===== src/rtl/cmp_cond.sv =====
module cmp_cond #(
  parameter int N_CMP    = 2,
  parameter int MIRROR_W = 8
) (
  input  logic                clk,
  input  logic                rst_n,
  input  logic [N_CMP-1:0]    raw_cmp,
  input  logic                tmr_clk,
  input  logic [N_CMP-1:0]    cfg_en,
  input  logic [N_CMP-1:0]    cfg_pol,
  input  logic [N_CMP-1:0]    cfg_oe,
  input  logic [N_CMP-1:0]    cfg_sync,
  input  logic [N_CMP-1:0]    cfg_int_rise,
  input  logic [N_CMP-1:0]    cfg_int_fall,
  input  logic [N_CMP-1:0]    flag_clr,
  output logic [N_CMP-1:0]    cmp_out,
  output logic [N_CMP-1:0]    pin_out,
  output logic [MIRROR_W-1:0] mirror,
  output logic [N_CMP-1:0]    irq_flag
);

  localparam int PAD_W = MIRROR_W - N_CMP;

  logic [1:0] tclk_s;
  logic       tclk_d;
  logic       tmr_fall;

  always_ff @(posedge clk or negedge rst_n)
    if (!rst_n) begin
      tclk_s <= '0;
      tclk_d <= 1'b0;
    end else begin
      tclk_s <= {tclk_s[0], tmr_clk};
      tclk_d <= tclk_s[1];
    end

  assign tmr_fall = tclk_d & ~tclk_s[1];

  logic [N_CMP-1:0] raw_s1, raw_s2, pol_val, held, hist;

  always_ff @(posedge clk or negedge rst_n)
    if (!rst_n) begin
      raw_s1 <= '0;
      raw_s2 <= '0;
    end else begin
      raw_s1 <= raw_cmp;
      raw_s2 <= raw_s1;
    end

  genvar i;
  generate
    for (i = 0; i < N_CMP; i++) begin : g_ch
      logic rise_ev, fall_ev, set_ev;

      assign pol_val[i] = (cfg_en[i] & raw_s2[i]) ^ cfg_pol[i];

      always_ff @(posedge clk or negedge rst_n)
        if (!rst_n)        held[i] <= 1'b0;
        else if (tmr_fall) held[i] <= pol_val[i];

      assign cmp_out[i] = cfg_sync[i] ? held[i] : pol_val[i];
      assign pin_out[i] = cmp_out[i] & cfg_oe[i];

      assign rise_ev = cmp_out[i] & ~hist[i];
      assign fall_ev = ~cmp_out[i] & hist[i];
      assign set_ev  = (rise_ev & cfg_int_rise[i]) | (fall_ev & cfg_int_fall[i]);

      always_ff @(posedge clk or negedge rst_n)
        if (!rst_n) begin
          hist[i]     <= 1'b0;
          irq_flag[i] <= 1'b0;
        end else begin
          hist[i]     <= cmp_out[i];
          irq_flag[i] <= set_ev | (irq_flag[i] & ~flag_clr[i]);
        end

      AST_FLAG_STICKY: assert property (@(posedge clk) disable iff (!rst_n)
        (irq_flag[i] && !flag_clr[i]) |=> irq_flag[i]);

      AST_EDGE_SETS_FLAG: assert property (@(posedge clk) disable iff (!rst_n)
        ((cmp_out[i] && !hist[i] && cfg_int_rise[i]) ||
         (!cmp_out[i] && hist[i] && cfg_int_fall[i])) |=> irq_flag[i]);

      AST_NO_SPURIOUS_FLAG: assert property (@(posedge clk) disable iff (!rst_n)
        (!irq_flag[i] && (cmp_out[i] == hist[i])) |=> !irq_flag[i]);

      AST_SYNC_HOLD: assert property (@(posedge clk) disable iff (!rst_n)
        !tmr_fall |=> $stable(held[i]));
    end
  endgenerate

  generate
    if (PAD_W > 0) begin : g_pad
      assign mirror = {{PAD_W{1'b0}}, cmp_out};
    end else begin : g_nopad
      assign mirror = cmp_out[MIRROR_W-1:0];
    end
  endgenerate

endmodule


===== config.mk =====
export PLATFORM = sky130hd
export DESIGN_NAME = cmp_cond
export DESIGN_NICKNAME = d
export VERILOG_FILES = /design/src/rtl/cmp_cond.sv
export SDC_FILE = /design/constraint.sdc
export NUM_CORES = 1
export LEC_CHECK = 0
export BUFFER_PORTS_ARGS = -buffer_cell sky130_fd_sc_hd__buf_4
export CAP_MARGIN = 20
export CORE_MARGIN = 2
export CORE_UTILIZATION = 33
export DETAILED_ROUTE_END_ITERATION = 10
export GPL_TIMING_DRIVEN = 0
export MAX_ROUTING_LAYER = met4
export PLACE_DENSITY = 0.72
export SLEW_MARGIN = 20
export SYNTH_ARGS = -nofsm -noshare
export SYNTH_HDL_FRONTEND = slang
export SYNTH_SLANG_ARGS = --single-unit
export TNS_END_PERCENT = 10

===== constraint.sdc =====
create_clock -name clk -period 1.8 [get_ports clk]
set_clock_uncertainty 0.1 [all_clocks]
set_input_delay 0.09 -clock clk [delete_from_list [all_inputs] [get_ports clk]]
set_output_delay 0.09 -clock clk [all_outputs]
set_load 0.01 [all_outputs]

Word-level counts from Yosys, hierarchy flattened
Cells that the tools add are included.

storage, ports and cells
  input port bits = 19
  output and inout port bits = 14
  word-level logic and storage cells = 40
  register bits after elaboration = 13

operators by class
  bitwise logic cells = 28
  mux-type cells = 2

operators by type and width
  operator       count
  $and A1 B1 Y1  15
  $not A1 Y1     7
  $or A1 B1 Y1   4
  $mux W1        2
  $xor A1 B1 Y1  2

Depth between registers and ports, before layout
Gate-level depths: netlist (run 1).

  depth in word-level cells = 8
  mapped depth = 3
  gate-level depth less buffers = 3

Least setup slack after synthesis (run 1)
No wires, ideal clock.

  path kind = reg2out
  start point = register raw_s2[1]
  end point = output pin_out[1]
  path slack = 0.470 ns
  path buffers = 0
  data required time = 1.610 ns
  cell stages (with the launch flop) = 4
  arrival time = 1.140 ns
  cell sequence = dfrtp_1 -> and4b_4 -> nor3_2 -> and2_1

between the ends
  word-level cells in the longest chain between the ends = 4

RTL lines
  element                 line  text
  from (decl)             39    logic [N_CMP-1:0] raw_s1, raw_s2, pol_val, held, hist;
  from (signal assigned)  47    raw_s2 <= raw_s1;
  $and A1 B1 Y1           55    assign pol_val[i] = (cfg_en[i] & raw_s2[i]) ^ cfg_pol[i];
  $xor A1 B1 Y1           55
  $mux W1                 61    assign cmp_out[i] = cfg_sync[i] ? held[i] : pol_val[i];
  net cmp_out[1]          16    output logic [N_CMP-1:0] cmp_out,
  $and A1 B1 Y1           62    assign pin_out[i] = cmp_out[i] & cfg_oe[i];
  to (decl)               17    output logic [N_CMP-1:0] pin_out,

The timed path passes the listed nets, and every way through them passes these cells.

Final worst setup path (run 1)
  start point = register raw_s2[1]
  end point = output pin_out[1]

between the ends
  word-level cells in the longest chain between the ends = 4

RTL lines
  element        line
  $and A1 B1 Y1  55
  $xor A1 B1 Y1  55
  $mux W1        61
  $and A1 B1 Y1  62

Every way passes these cells.

==> results of run 1 <==
-- cell usage after synthesis --
cell / instances / area share (%)
sky130_fd_sc_hd__and2_1: 2 / 2.0
sky130_fd_sc_hd__nor3_2: 2 / 3.3
sky130_fd_sc_hd__dfrtp_1: 13 / 53
sky130_fd_sc_hd__xor2_1: 2 / 2.9
sky130_fd_sc_hd__o21ai_0: 2 / 1.6
sky130_fd_sc_hd__buf_4: 8 / 9.8
sky130_fd_sc_hd__nand2b_1: 5 / 5.1
sky130_fd_sc_hd__conb_1: 1 / 0.61
sky130_fd_sc_hd__a211oi_1: 2 / 2.5
sky130_fd_sc_hd__or4_4: 2 / 3.7
sky130_fd_sc_hd__and4b_4: 2 / 4.5
sky130_fd_sc_hd__o211ai_2: 2 / 4.1
sky130_fd_sc_hd__nor2b_2: 2 / 2.9
sky130_fd_sc_hd__nand2_1: 6 / 3.7
-- flip-flops by register name, indices dropped and copies added, names as in the netlist --
register	cells
held	2
hist	2
irq_flag	2
raw_s1	2
raw_s2	2
tclk_d	1
tclk_s	2
-- tightest hold or removal path, cell delays in order --
cell and delay (ns):
sky130_fd_sc_hd__buf_4 0.07, sky130_fd_sc_hd__nand2b_1 0.10, sky130_fd_sc_hd__o211ai_2 0.08
-- cells by family (layout without fill, tap and decap cells) --
logic type,after synthesis,count (layout),share of synthesized area [%]
buffers and inverters,8,44,9.836
AOI/OAI and AO/OA,6,6,8.195
and+or+nand+nor,21,21,25.21
xor gates and xnor gates,2,2,2.869
DFF,13,13,53.28
other,1,6,0.6142
-- final cells by class --
class / count / area share, %
Clock buffer: 4 / 2.789
Tap cell: 25 / 3.320
Sequential cell: 13 / 34.53
Timing Repair Buffer: 32 / 27.09
Buffer: 8 / 6.374
Multi-Input combinational cell: 35 / 25.90
-- power groups by stage --
stage                     Combinational [uW]  Sequential, uW  Clock [uW]
final                                    183             335         170
after global routing                     203             339         195
after global placement                   171             341           0
after CTS                                186             336         184
after detailed placement                 175             342           0
after floorplan                         87.0             344           0
-- stage by stage --
stage / hold slack, ns / utilization (%) / instance area [um^2] / total power (uW)
2_1_floorplan: -0.3056 / - / 629.4 / 430.9
6_report: 0.01939 / 54.57 / 942.2 / 687.8
4_1_cts: 0.009970 / 54.57 / 942.2 / 705.5
3_3_place_gp: -0.1605 / 49.57 / 855.8 / 512.3
5_1_grt: 0.003127 / 54.57 / 942.2 / 737.1
3_5_place_dp: -0.1590 / 49.57 / 855.8 / 516.9
-- worst max-delay path by stage --
stage	endpoint	slack (ns)	cells after the start
final	pin_out[1]	0.13	4
after global routing	pin_out[1]	0.02	4
after CTS	pin_out[1]	0.1	4
after detailed placement	pin_out[1]	0.40	4
after global placement	pin_out[1]	0.44	4
after floorplan	pin_out[1]	0.47	3
-- routing by layer --
metal | up-vias | track usage (%) | routed length [um]
li1 | 244 | - | -
met1 | 214 | 12.80 | 428
met2 | 21 | 16.71 | 504
met3 | 0 | 3.462 | 87
met4 | 0 | 5.000 | 0
met5 | - | - | 0
==> metrics.txt, run 1 <==
# TYPE chip_impl_metric gauge
chip_impl_info{name="outcome",value="finished clean"} 1
chip_impl_metric{name="gpl.final_weighted_congestion",unit=""} 0.6673
chip_impl_metric{name="net-switching-power",unit="uW"} 171.7
chip_impl_metric{name="cts-hold-fix-buffers",unit=""} 6
chip_impl_metric{name="vias",unit=""} 479
chip_impl_info{name="layout.cells.most_common_list",value="sky130_fd_sc_hd__buf_4 (34), sky130_fd_sc_hd__dfrtp_1 (13), sky130_fd_sc_hd__nand2_1 (6), sky130_fd_sc_hd__conb_1 (6), sky130_fd_sc_hd__dlygate4sd3_1 (6)"} 1
chip_impl_metric{name="cp.buffers_inverters",unit=""} 1
chip_impl_metric{name="ff2ff_path_depth",unit=""} 3
chip_impl_metric{name="power_per_cell_area",unit="mW/mm^2"} 730.0
chip_impl_metric{name="synth-seq-area-share",unit="%"} 53.28
chip_impl_metric{name="grt_antenna_before_repair",unit=""} 0
chip_impl_metric{name="buffers_inserted_during_post_cts_setup_optimization",unit=""} 0
chip_impl_metric{name="final_max_slew_viol_count",unit=""} 0
chip_impl_metric{name="place_inst",unit=""} 107
chip_impl_info{name="final_common_cell",value="sky130_fd_sc_hd__buf_4"} 1
chip_impl_metric{name="fin_cells",unit=""} 117
chip_impl_metric{name="clockPowerShare",unit="%"} 24.7
chip_impl_metric{name="port_buffers",unit=""} 26
chip_impl_metric{name="drt_pass1_iterations",unit=""} 1
chip_impl_metric{name="avgViaCountPerCell",unit=""} 4.094
chip_impl_metric{name="post_layout_minimum_cycle_time",unit="ns"} 1.672
chip_impl_metric{name="antenna_cells",unit=""} 0
chip_impl_metric{name="start_util",unit="%"} 35.36
chip_impl_metric{name="internal_power",unit="uW"} 516.0
chip_impl_info{name="worstSetupPathType",value="register to output port"} 1
chip_impl_metric{name="finalNetCount",unit=""} 112
chip_impl_metric{name="period_share",unit="%"} 92.91
chip_impl_info{name="crit_path_top_delay_cell",value="sky130_fd_sc_hd__dfrtp_1"} 1
chip_impl_metric{name="power.leakage",unit="uW"} 0.0004624
chip_impl_metric{name="setup_viol",unit=""} 0
chip_impl_info{name="worst_r2r_startpoint",value="raw_s2[1]$_DFF_PN0_"} 1
chip_impl_metric{name="ys.warnings.count",unit=""} 0
chip_impl_metric{name="core_region_area",unit="mm^2"} 0.001727
chip_impl_metric{name="drc",unit=""} 0
chip_impl_metric{name="ff_latch_area",unit="um^2"} 325.3
chip_impl_metric{name="cp_max_fo",unit=""} 5
chip_impl_metric{name="global_route_wire_length_before_repair",unit="um"} 1593
chip_impl_info{name="path_cells",value="and4b_4 > nor3_2 > and2_1 > buf_4"} 1
chip_impl_metric{name="grt_start_max_net_pins",unit=""} 14
chip_impl_metric{name="max_freq",unit="GHz"} 0.5979
chip_impl_metric{name="route.final.wire_length",unit="um"} 1019
chip_impl_info{name="reg2reg_to",value="irq_flag[1]$_DFF_PN0_"} 1
chip_impl_metric{name="dieHeight",unit="um"} 47.02
chip_impl_info{name="setup.worst_path.start_class",value="register"} 1
chip_impl_info{name="hold_end",value="irq_flag[1]$_DFF_PN0_"} 1
chip_impl_metric{name="clk_transition_reported_paths",unit="ns"} 0.07
chip_impl_metric{name="hold_viol_final",unit=""} 0
chip_impl_metric{name="peak_supply_drop",unit="V"} 0.0004127
chip_impl_metric{name="antenna_left",unit=""} 0
chip_impl_metric{name="clockBufferDepth",unit=""} 2
chip_impl_metric{name="layout-drive-gt1-share",unit="%"} 51.09
chip_impl_metric{name="clock-sinks",unit=""} 13
chip_impl_metric{name="avgSynthCellArea",unit="um^2"} 11.97
chip_impl_metric{name="area_growth_syn_to_layout",unit="%"} 54.30
chip_impl_metric{name="dpl.hpwl",unit="um"} 828.6
chip_impl_metric{name="floorplan.die.width",unit="um"} 47.02
chip_impl_info{name="worstHoldPathType",value="input port to register"} 1
chip_impl_info{name="worst_path_dominant_cell_family",value="simple AND/OR/NAND/NOR gates"} 1
chip_impl_metric{name="power_switching_share",unit="%"} 24.97
chip_impl_metric{name="timing.reg2reg.setup_slack",unit="ns"} 0.44
chip_impl_info{name="startpoint",value="raw_s2[1]$_DFF_PN0_"} 1
chip_impl_metric{name="arrival_worst_endpoint",unit="ns"} 1.48
chip_impl_metric{name="finalSetupTns",unit="ns"} 0
chip_impl_metric{name="h-tree-depth",unit=""} 1
chip_impl_info{name="root_buffer",value="sky130_fd_sc_hd__clkbuf_4"} 1
chip_impl_metric{name="first_global_vias",unit=""} 423
chip_impl_metric{name="final.setup.worst_slack",unit="ns"} 0.1275
chip_impl_metric{name="hold_path_depth",unit=""} 3
chip_impl_metric{name="multiInputGateArea",unit="um^2"} 244.0
chip_impl_metric{name="cts_made_buffers",unit=""} 3
chip_impl_metric{name="filler_cell_count",unit=""} 165
chip_impl_metric{name="boundaryPins",unit=""} 33
chip_impl_metric{name="total_routing_usage_gr",unit="%"} 10.83
chip_impl_metric{name="globalRouteOverflowTotal",unit=""} 0
chip_impl_info{name="critical_path.endpoint_type",value="output port"} 1
chip_impl_metric{name="flops_latches_synth",unit=""} 13
chip_impl_metric{name="combinational_share_of_power",unit="%"} 26.6
chip_impl_metric{name="synth.distinct_cells",unit=""} 14
chip_impl_info{name="min_from",value="flag_clr[1]"} 1
chip_impl_metric{name="placement_rows",unit=""} 15
chip_impl_metric{name="drt-initial-drc-count",unit=""} 0
chip_impl_metric{name="resize_count_post_cts",unit=""} 0
chip_impl_metric{name="cap_viol_max_count",unit=""} 0
chip_impl_metric{name="routedWlPerCell",unit="um"} 8.709
chip_impl_info{name="cts_tree",value="done"} 1
chip_impl_metric{name="critical_path_required",unit="ns"} 1.61
chip_impl_metric{name="synthesis.area",unit="um^2"} 610.6
chip_impl_metric{name="worstSkewPairLatency",unit="ns"} 0.26
chip_impl_info{name="grt_setup_unrepaired",value="false"} 1
chip_impl_metric{name="total_die_area",unit="mm^2"} 0.002210
chip_impl_metric{name="share_of_total_power_in_sequential_cells",unit="%"} 48.7
chip_impl_metric{name="cp_slowest_stage_delay",unit="ns"} 0.40
chip_impl_metric{name="synth_cells",unit=""} 51
chip_impl_metric{name="dpl_worst_slack",unit="ns"} 0.4032
Note: power is estimated with default switching activity, not from simulation.
==> inputs of run 2 (changes only) <==
--- a/config.mk
+++ b/config.mk
@@ -9,9 +9,9 @@
 export CAP_MARGIN = 20
 export CORE_MARGIN = 2
-export CORE_UTILIZATION = 33
+export CORE_UTILIZATION = 42
 export DETAILED_ROUTE_END_ITERATION = 10
 export GPL_TIMING_DRIVEN = 0
 export MAX_ROUTING_LAYER = met4
-export PLACE_DENSITY = 0.72
+export PLACE_DENSITY = 0.86
 export SLEW_MARGIN = 20
 export SYNTH_ARGS = -nofsm -noshare
==> constraint.sdc (replaced) <==
create_clock -name clk -period 1.8 [get_ports clk]
set_clock_uncertainty 0.1 [all_clocks]
set_input_delay 0.36 -clock clk [delete_from_list [all_inputs] [get_ports clk]]
set_output_delay 0.36 -clock clk [all_outputs]
set_load 0.01 [all_outputs]
==> run 2 against run 1 <==
Compared with the run above: the flow now finishes with violations (negative setup slack); count of clock-buffer cells in the layout unchanged; critical endpoint is now pin_out[0]; combinational power up 5%; setup slack worse by 0.18 ns; design area down 2.8%; highest routed layer is now met4.
==> metrics.txt, run 2 (same netlist as run 1, synthesis figures left out) <==
# TYPE chip_impl_metric gauge
chip_impl_info{name="violations",value="negative setup slack"} 1
chip_impl_metric{name="buffers_inserted_during_post_cts_setup_optimization",unit=""} 0
chip_impl_metric{name="route.final.wire_length",unit="um"} 1061
chip_impl_info{name="cts_tree",value="done"} 1
chip_impl_info{name="grt_setup_unrepaired",value="true"} 1
chip_impl_metric{name="avgViaCountPerCell",unit=""} 4.559
chip_impl_metric{name="first_global_vias",unit=""} 462
chip_impl_metric{name="start_util",unit="%"} 45.78
chip_impl_info{name="root_buffer",value="sky130_fd_sc_hd__clkbuf_4"} 1
chip_impl_metric{name="clock-sinks",unit=""} 13
chip_impl_metric{name="cp_slowest_stage_delay",unit="ns"} 0.41
chip_impl_info{name="outcome",value="finished with violations"} 1
chip_impl_metric{name="gpl.final_weighted_congestion",unit=""} 0.7569
chip_impl_metric{name="globalRouteOverflowTotal",unit=""} 0
chip_impl_metric{name="post_layout_minimum_cycle_time",unit="ns"} 1.854
chip_impl_metric{name="fin_cells",unit=""} 102
chip_impl_metric{name="clockBufferDepth",unit=""} 2
chip_impl_info{name="path_cells",value="a211oi_2 > nor3_4 > and2_1 > buf_4"} 1
chip_impl_metric{name="drt_pass1_iterations",unit=""} 4
chip_impl_metric{name="port_buffers",unit=""} 26
chip_impl_metric{name="arrival_worst_endpoint",unit="ns"} 1.39
chip_impl_metric{name="final_max_slew_viol_count",unit=""} 0
chip_impl_metric{name="hold_viol_final",unit=""} 0
chip_impl_info{name="worst_path_dominant_cell_family",value="flip-flops"} 1
chip_impl_metric{name="dieHeight",unit="um"} 42.13
chip_impl_metric{name="dpl_cell_area",unit="um^2"} 843.3
chip_impl_metric{name="filler_cell_count",unit=""} 100
chip_impl_metric{name="placement_rows",unit=""} 13
chip_impl_metric{name="power_per_cell_area",unit="mW/mm^2"} 768.3
chip_impl_metric{name="cts_made_buffers",unit=""} 3
chip_impl_info{name="final_common_cell",value="sky130_fd_sc_hd__buf_4"} 1
chip_impl_metric{name="core_region_area",unit="mm^2"} 0.001334
chip_impl_info{name="crit_path_top_delay_cell",value="sky130_fd_sc_hd__dfrtp_1"} 1
chip_impl_metric{name="drc",unit=""} 0
chip_impl_metric{name="boundaryPins",unit=""} 33
chip_impl_metric{name="vias",unit=""} 465
chip_impl_metric{name="global_route_wire_length_before_repair",unit="um"} 1883
chip_impl_metric{name="max_freq",unit="GHz"} 0.5395
chip_impl_metric{name="power.leakage",unit="uW"} 0.0004511
chip_impl_metric{name="worstSkewPairLatency",unit="ns"} 0.28
chip_impl_info{name="layout.cells.most_common_list",value="sky130_fd_sc_hd__buf_4 (31), sky130_fd_sc_hd__dfrtp_1 (13), sky130_fd_sc_hd__nand2_1 (6), sky130_fd_sc_hd__conb_1 (6), sky130_fd_sc_hd__nand2b_1 (5)"} 1
chip_impl_metric{name="setup_viol",unit=""} 3
chip_impl_metric{name="place_inst",unit=""} 97
chip_impl_metric{name="cp_max_fo",unit=""} 5
chip_impl_metric{name="total_die_area",unit="mm^2"} 0.001775
chip_impl_info{name="worstSetupPathType",value="register to output port"} 1
chip_impl_metric{name="timing.hold.ws",unit="ns"} 0.08914
chip_impl_metric{name="floorplan.die.width",unit="um"} 42.13
chip_impl_metric{name="area_growth_syn_to_layout",unit="%"} 50.00
chip_impl_metric{name="antenna_left",unit=""} 0
chip_impl_metric{name="dpl.hpwl",unit="um"} 872.5
chip_impl_metric{name="period_share",unit="%"} 103.0
chip_impl_metric{name="drt-initial-drc-count",unit=""} 1
chip_impl_metric{name="post-route-util",unit="%"} 68.67
chip_impl_metric{name="total_routing_usage_gr",unit="%"} 15.02
chip_impl_metric{name="cap_viol_max_count",unit=""} 0
chip_impl_metric{name="h-tree-depth",unit=""} 1
chip_impl_metric{name="routedWlPerCell",unit="um"} 10.40
chip_impl_info{name="worstHoldPathType",value="input port to register"} 1
chip_impl_metric{name="antenna_cells",unit=""} 0
chip_impl_metric{name="grt_antenna_before_repair",unit=""} 0
chip_impl_metric{name="critical_path_required",unit="ns"} 1.34
chip_impl_metric{name="final.setup.worst_slack",unit="ns"} -0.05363
chip_impl_metric{name="peak_supply_drop",unit="V"} 0.0004848
chip_impl_metric{name="layout-drive-gt1-share",unit="%"} 57.47
chip_impl_info{name="setup.worst_path.start_class",value="register"} 1
chip_impl_metric{name="cp.buffers_inverters",unit=""} 1
chip_impl_metric{name="grt_start_max_net_pins",unit=""} 14
chip_impl_metric{name="finalNetCount",unit=""} 107
chip_impl_metric{name="clk_transition_reported_paths",unit="ns"} 0.07
chip_impl_metric{name="fin_area",unit="um^2"} 915.9
chip_impl_info{name="critical_path.endpoint_type",value="output port"} 1
run 2: changes by cell type in the layout (fill, tap and decap cells not counted), sizes merged:
cell,delta
dlygate4sd3,-5
run 2: per-layer routing:
layer | track usage (%) | vias to the layer above | routed length, um
li1 | - | 231 | -
met1 | 15.28 | 218 | 410
met2 | 24.69 | 14 | 573
met3 | 5.172 | 2 | 60
met4 | 9.375 | 0 | 17
met5 | - | - | 0
run 2: what timing repair did:
| item | CTS | global route |
|---|---|---|
| pin swaps | 5 | 1 |
| hold buffers | 1 | 0 |
| endpoints found under the hold margin | 13 | 0 |
| resized for setup | 7 | 1 |
| setup endpoints to repair | 6 | 6 |
run 2: report_power, final:
group	internal, uW	switching [uW]
clock	86.1	88.0
sequential	321	15.4
combinational	113	79.4
run 2: cell type report:
type	instances	area (um^2)	share of cell area, %
buffer	8	60.06	6.557
timing repair buffer	27	216.5	23.63
multi-input combinational	35	269.0	29.37
clock buffer	4	26.28	2.869
sequential	13	325.3	35.52
tap	15	18.77	2.049
run 2: final timing paths:
| path | startpoint | to | slack [ns] | depth (start not counted) |
|---|---|---|---|---|
| setup / recovery | raw_s2[0]$_DFF_PN0_ | pin_out[0] | -0.05 | 4 |
| hold / removal | raw_cmp[1] | raw_s1[1]$_DFF_PN0_ | 0.09 | 1 |
| min in group asynchronous | rst_n | hist[1]$_DFF_PN0_ | 0.35 | 2 |
| setup reg to reg | raw_s2[0]$_DFF_PN0_ | irq_flag[0]$_DFF_PN0_ | 0.42 | 3 |
| hold reg to reg | raw_s1[1]$_DFF_PN0_ | raw_s2[1]$_DFF_PN0_ | 0.25 | 0 |
| max in group asynchronous | rst_n | hist[0]$_DFF_PN0_ | 1.10 | 2 |
run 2: per-stage QoR:
stage / TNS, ns / setup slack, ns / total power, uW
floorplan: 0 / 0.2000 / 430.9
global placement: 0 / 0.06488 / 512.6
detailed placement: 0 / 0.03080 / 518.3
CTS: -0.2425 / -0.06670 / 714.7
global route: -0.4540 / -0.1407 / 745.0
finish: -0.09498 / -0.05363 / 703.6
==> inputs of run 3 (changes only) <==
CORE_UTILIZATION = 38   (was 42)
PLACE_DENSITY = 0.82   (was 0.86)
clock period = 1.56 ns   (was 1.8 ns; I/O delays follow)
==> run 3 against run 2 <==
Compared with the run above: the flow still finishes with violations (negative setup slack); flip-flop and latch count is the same; largest power group unchanged; sequential share of layout area shrank 1.7 points; core utilization shrank 4.8 points; combinational power grew 28%.
==> metrics.txt, run 3 (same netlist as run 1, synthesis figures left out) <==
# TYPE chip_impl_metric gauge
chip_impl_metric{name="hold_path_depth",unit=""} 1
chip_impl_metric{name="drt-initial-drc-count",unit=""} 0
chip_impl_info{name="min_from",value="raw_cmp[1]"} 1
chip_impl_metric{name="arrival_worst_endpoint",unit="ns"} 1.40
chip_impl_metric{name="first_global_vias",unit=""} 465
chip_impl_metric{name="cts_made_buffers",unit=""} 3
chip_impl_metric{name="multiInputGateArea",unit="um^2"} 271.5
chip_impl_metric{name="port_buffers",unit=""} 26
chip_impl_metric{name="h-tree-depth",unit=""} 1
chip_impl_metric{name="area_growth_syn_to_layout",unit="%"} 57.58
chip_impl_metric{name="post-route-util",unit="%"} 63.87
chip_impl_metric{name="cp_max_fo",unit=""} 5
chip_impl_metric{name="total_die_area",unit="mm^2"} 0.001943
chip_impl_metric{name="hold_viol_final",unit=""} 0
chip_impl_metric{name="core_region_area",unit="mm^2"} 0.001506
chip_impl_metric{name="ff2ff_path_depth",unit=""} 3
chip_impl_metric{name="power.leakage",unit="uW"} 0.0004783
chip_impl_metric{name="globalRouteOverflowTotal",unit=""} 0
chip_impl_metric{name="antenna_left",unit=""} 0
chip_impl_metric{name="layout-drive-gt1-share",unit="%"} 61.54
chip_impl_metric{name="period_share",unit="%"} 115.9
chip_impl_metric{name="start_util",unit="%"} 40.53
chip_impl_metric{name="floorplan.die.width",unit="um"} 44.09
chip_impl_metric{name="final.setup.worst_slack",unit="ns"} -0.2484
chip_impl_metric{name="finalNetCount",unit=""} 111
chip_impl_metric{name="global_route_wire_length_before_repair",unit="um"} 1794
chip_impl_metric{name="dpl_worst_slack",unit="ns"} -0.1014
chip_impl_metric{name="peak_supply_drop",unit="V"} 0.0005211
chip_impl_info{name="grt_setup_unrepaired",value="true"} 1
chip_impl_metric{name="drt_pass1_iterations",unit=""} 1
chip_impl_metric{name="critical_path_required",unit="ns"} 1.15
chip_impl_info{name="cts_tree",value="done"} 1
chip_impl_info{name="root_buffer",value="sky130_fd_sc_hd__clkbuf_4"} 1
chip_impl_metric{name="power_per_cell_area",unit="mW/mm^2"} 869.5
chip_impl_metric{name="filler_cell_count",unit=""} 127
chip_impl_metric{name="worstSkewPairLatency",unit="ns"} 0.28
chip_impl_info{name="critical_path.endpoint_type",value="output port"} 1
chip_impl_info{name="startpoint",value="raw_s2[0]$_DFF_PN0_"} 1
chip_impl_metric{name="avgViaCountPerCell",unit=""} 4.411
chip_impl_info{name="layout.cells.most_common_list",value="sky130_fd_sc_hd__buf_4 (32), sky130_fd_sc_hd__dfrtp_1 (13), sky130_fd_sc_hd__nand2_1 (6), sky130_fd_sc_hd__conb_1 (6), sky130_fd_sc_hd__buf_6 (6)"} 1
chip_impl_metric{name="vias",unit=""} 472
chip_impl_metric{name="gpl.final_weighted_congestion",unit=""} 0.6722
chip_impl_metric{name="placement_rows",unit=""} 14
chip_impl_metric{name="clk_transition_reported_paths",unit="ns"} 0.08
chip_impl_metric{name="final_max_slew_viol_count",unit=""} 0
chip_impl_metric{name="total_routing_usage_gr",unit="%"} 13.47
chip_impl_info{name="violations",value="negative setup slack"} 1
chip_impl_metric{name="fin_area",unit="um^2"} 962.2
chip_impl_info{name="worstHoldPathType",value="input port to register"} 1
chip_impl_metric{name="clockBufferDepth",unit=""} 2
chip_impl_metric{name="grt_start_max_net_pins",unit=""} 14
chip_impl_metric{name="max_freq",unit="GHz"} 0.5530
chip_impl_info{name="worst_r2r_startpoint",value="raw_s2[1]$_DFF_PN0_"} 1
chip_impl_metric{name="route.final.wire_length",unit="um"} 1029
chip_impl_metric{name="grt_antenna_before_repair",unit=""} 0
chip_impl_metric{name="routedWlPerCell",unit="um"} 9.617
chip_impl_info{name="final_common_cell",value="sky130_fd_sc_hd__buf_4"} 1
chip_impl_metric{name="dieHeight",unit="um"} 44.09
chip_impl_metric{name="ff_latch_area",unit="um^2"} 325.3
chip_impl_metric{name="cap_viol_max_count",unit=""} 0
chip_impl_metric{name="setup_viol",unit=""} 6
chip_impl_info{name="worstSetupPathType",value="register to output port"} 1
chip_impl_metric{name="finalSetupTns",unit="ns"} -1.181
chip_impl_metric{name="drc",unit=""} 0
chip_impl_info{name="outcome",value="finished with violations"} 1
chip_impl_metric{name="boundaryPins",unit=""} 33
chip_impl_metric{name="clock-sinks",unit=""} 13
chip_impl_metric{name="antenna_cells",unit=""} 0
chip_impl_metric{name="post_layout_minimum_cycle_time",unit="ns"} 1.808
chip_impl_metric{name="dpl_cell_area",unit="um^2"} 844.6
chip_impl_info{name="setup.worst_path.start_class",value="register"} 1
==> run 3: area by class of cell <==
class | count | area share, %
sequential | 13 | 33.81
multi-input combinational | 35 | 28.22
timing repair buffer | 31 | 26.79
buffer | 8 | 6.242
clock buffer | 3 | 2.341
tap | 16 | 2.081
clock inverter | 1 | 0.5202
==> run 3: worst paths after layout <==
check                                         to  slack [ns]
min in group asynchronous    raw_s2[0]$_DFF_PN0_        0.30
setup reg to reg           irq_flag[1]$_DFF_PN0_        0.19
max in group asynchronous  irq_flag[0]$_DFF_PN0_        0.90
hold / removal               raw_s1[1]$_DFF_PN0_        0.04
hold reg to reg              raw_s2[1]$_DFF_PN0_        0.25
setup / recovery                      pin_out[0]       -0.25
==> run 3: timing repair <==
action                                 4_1_cts  5_1_grt
endpoints found under the hold margin       13        0
pin swaps                                    7        1
gates resized for setup                     12        0
hold buffers                                 1        0
setup endpoints to repair                    6        6
setup buffers                                4        0
==> run 3: report_power, final <==
group	internal (uW)	switching, uW	total, uW
Clock	95.1	105	200
Combinational	153	95.0	248
Sequential	371	17.9	389
==> run 3: metrics by stage <==
step,hold WS [ns],cells,power [uW]
after floorplan,-0.08359,56,497.2
after global placement,0.06192,98,591.1
after detailed placement,0.05877,98,594.7
after CTS,0.02770,107,848.5
after global routing,0.007858,107,898.8
final,0.03603,107,836.6
==> run 3: worst max-delay path, cell delays in order, from the launching register on <==
cell and delay, ns:
sky130_fd_sc_hd__dfrtp_1 0.41, sky130_fd_sc_hd__and4b_4 0.21, sky130_fd_sc_hd__nor3_4 0.22, sky130_fd_sc_hd__and2_4 0.20, sky130_fd_sc_hd__buf_6 0.09
==> run 3: layer usage <==
metal,vias to the layer above,share of wire (%),global-route usage [%],routed length (um)
met3,0,9.4,7.347,97
met4,0,0,3.636,0
met1,213,40,15.36,409
met5,-,0,-,0
li1,240,-,-,-
met2,19,51,20.59,522
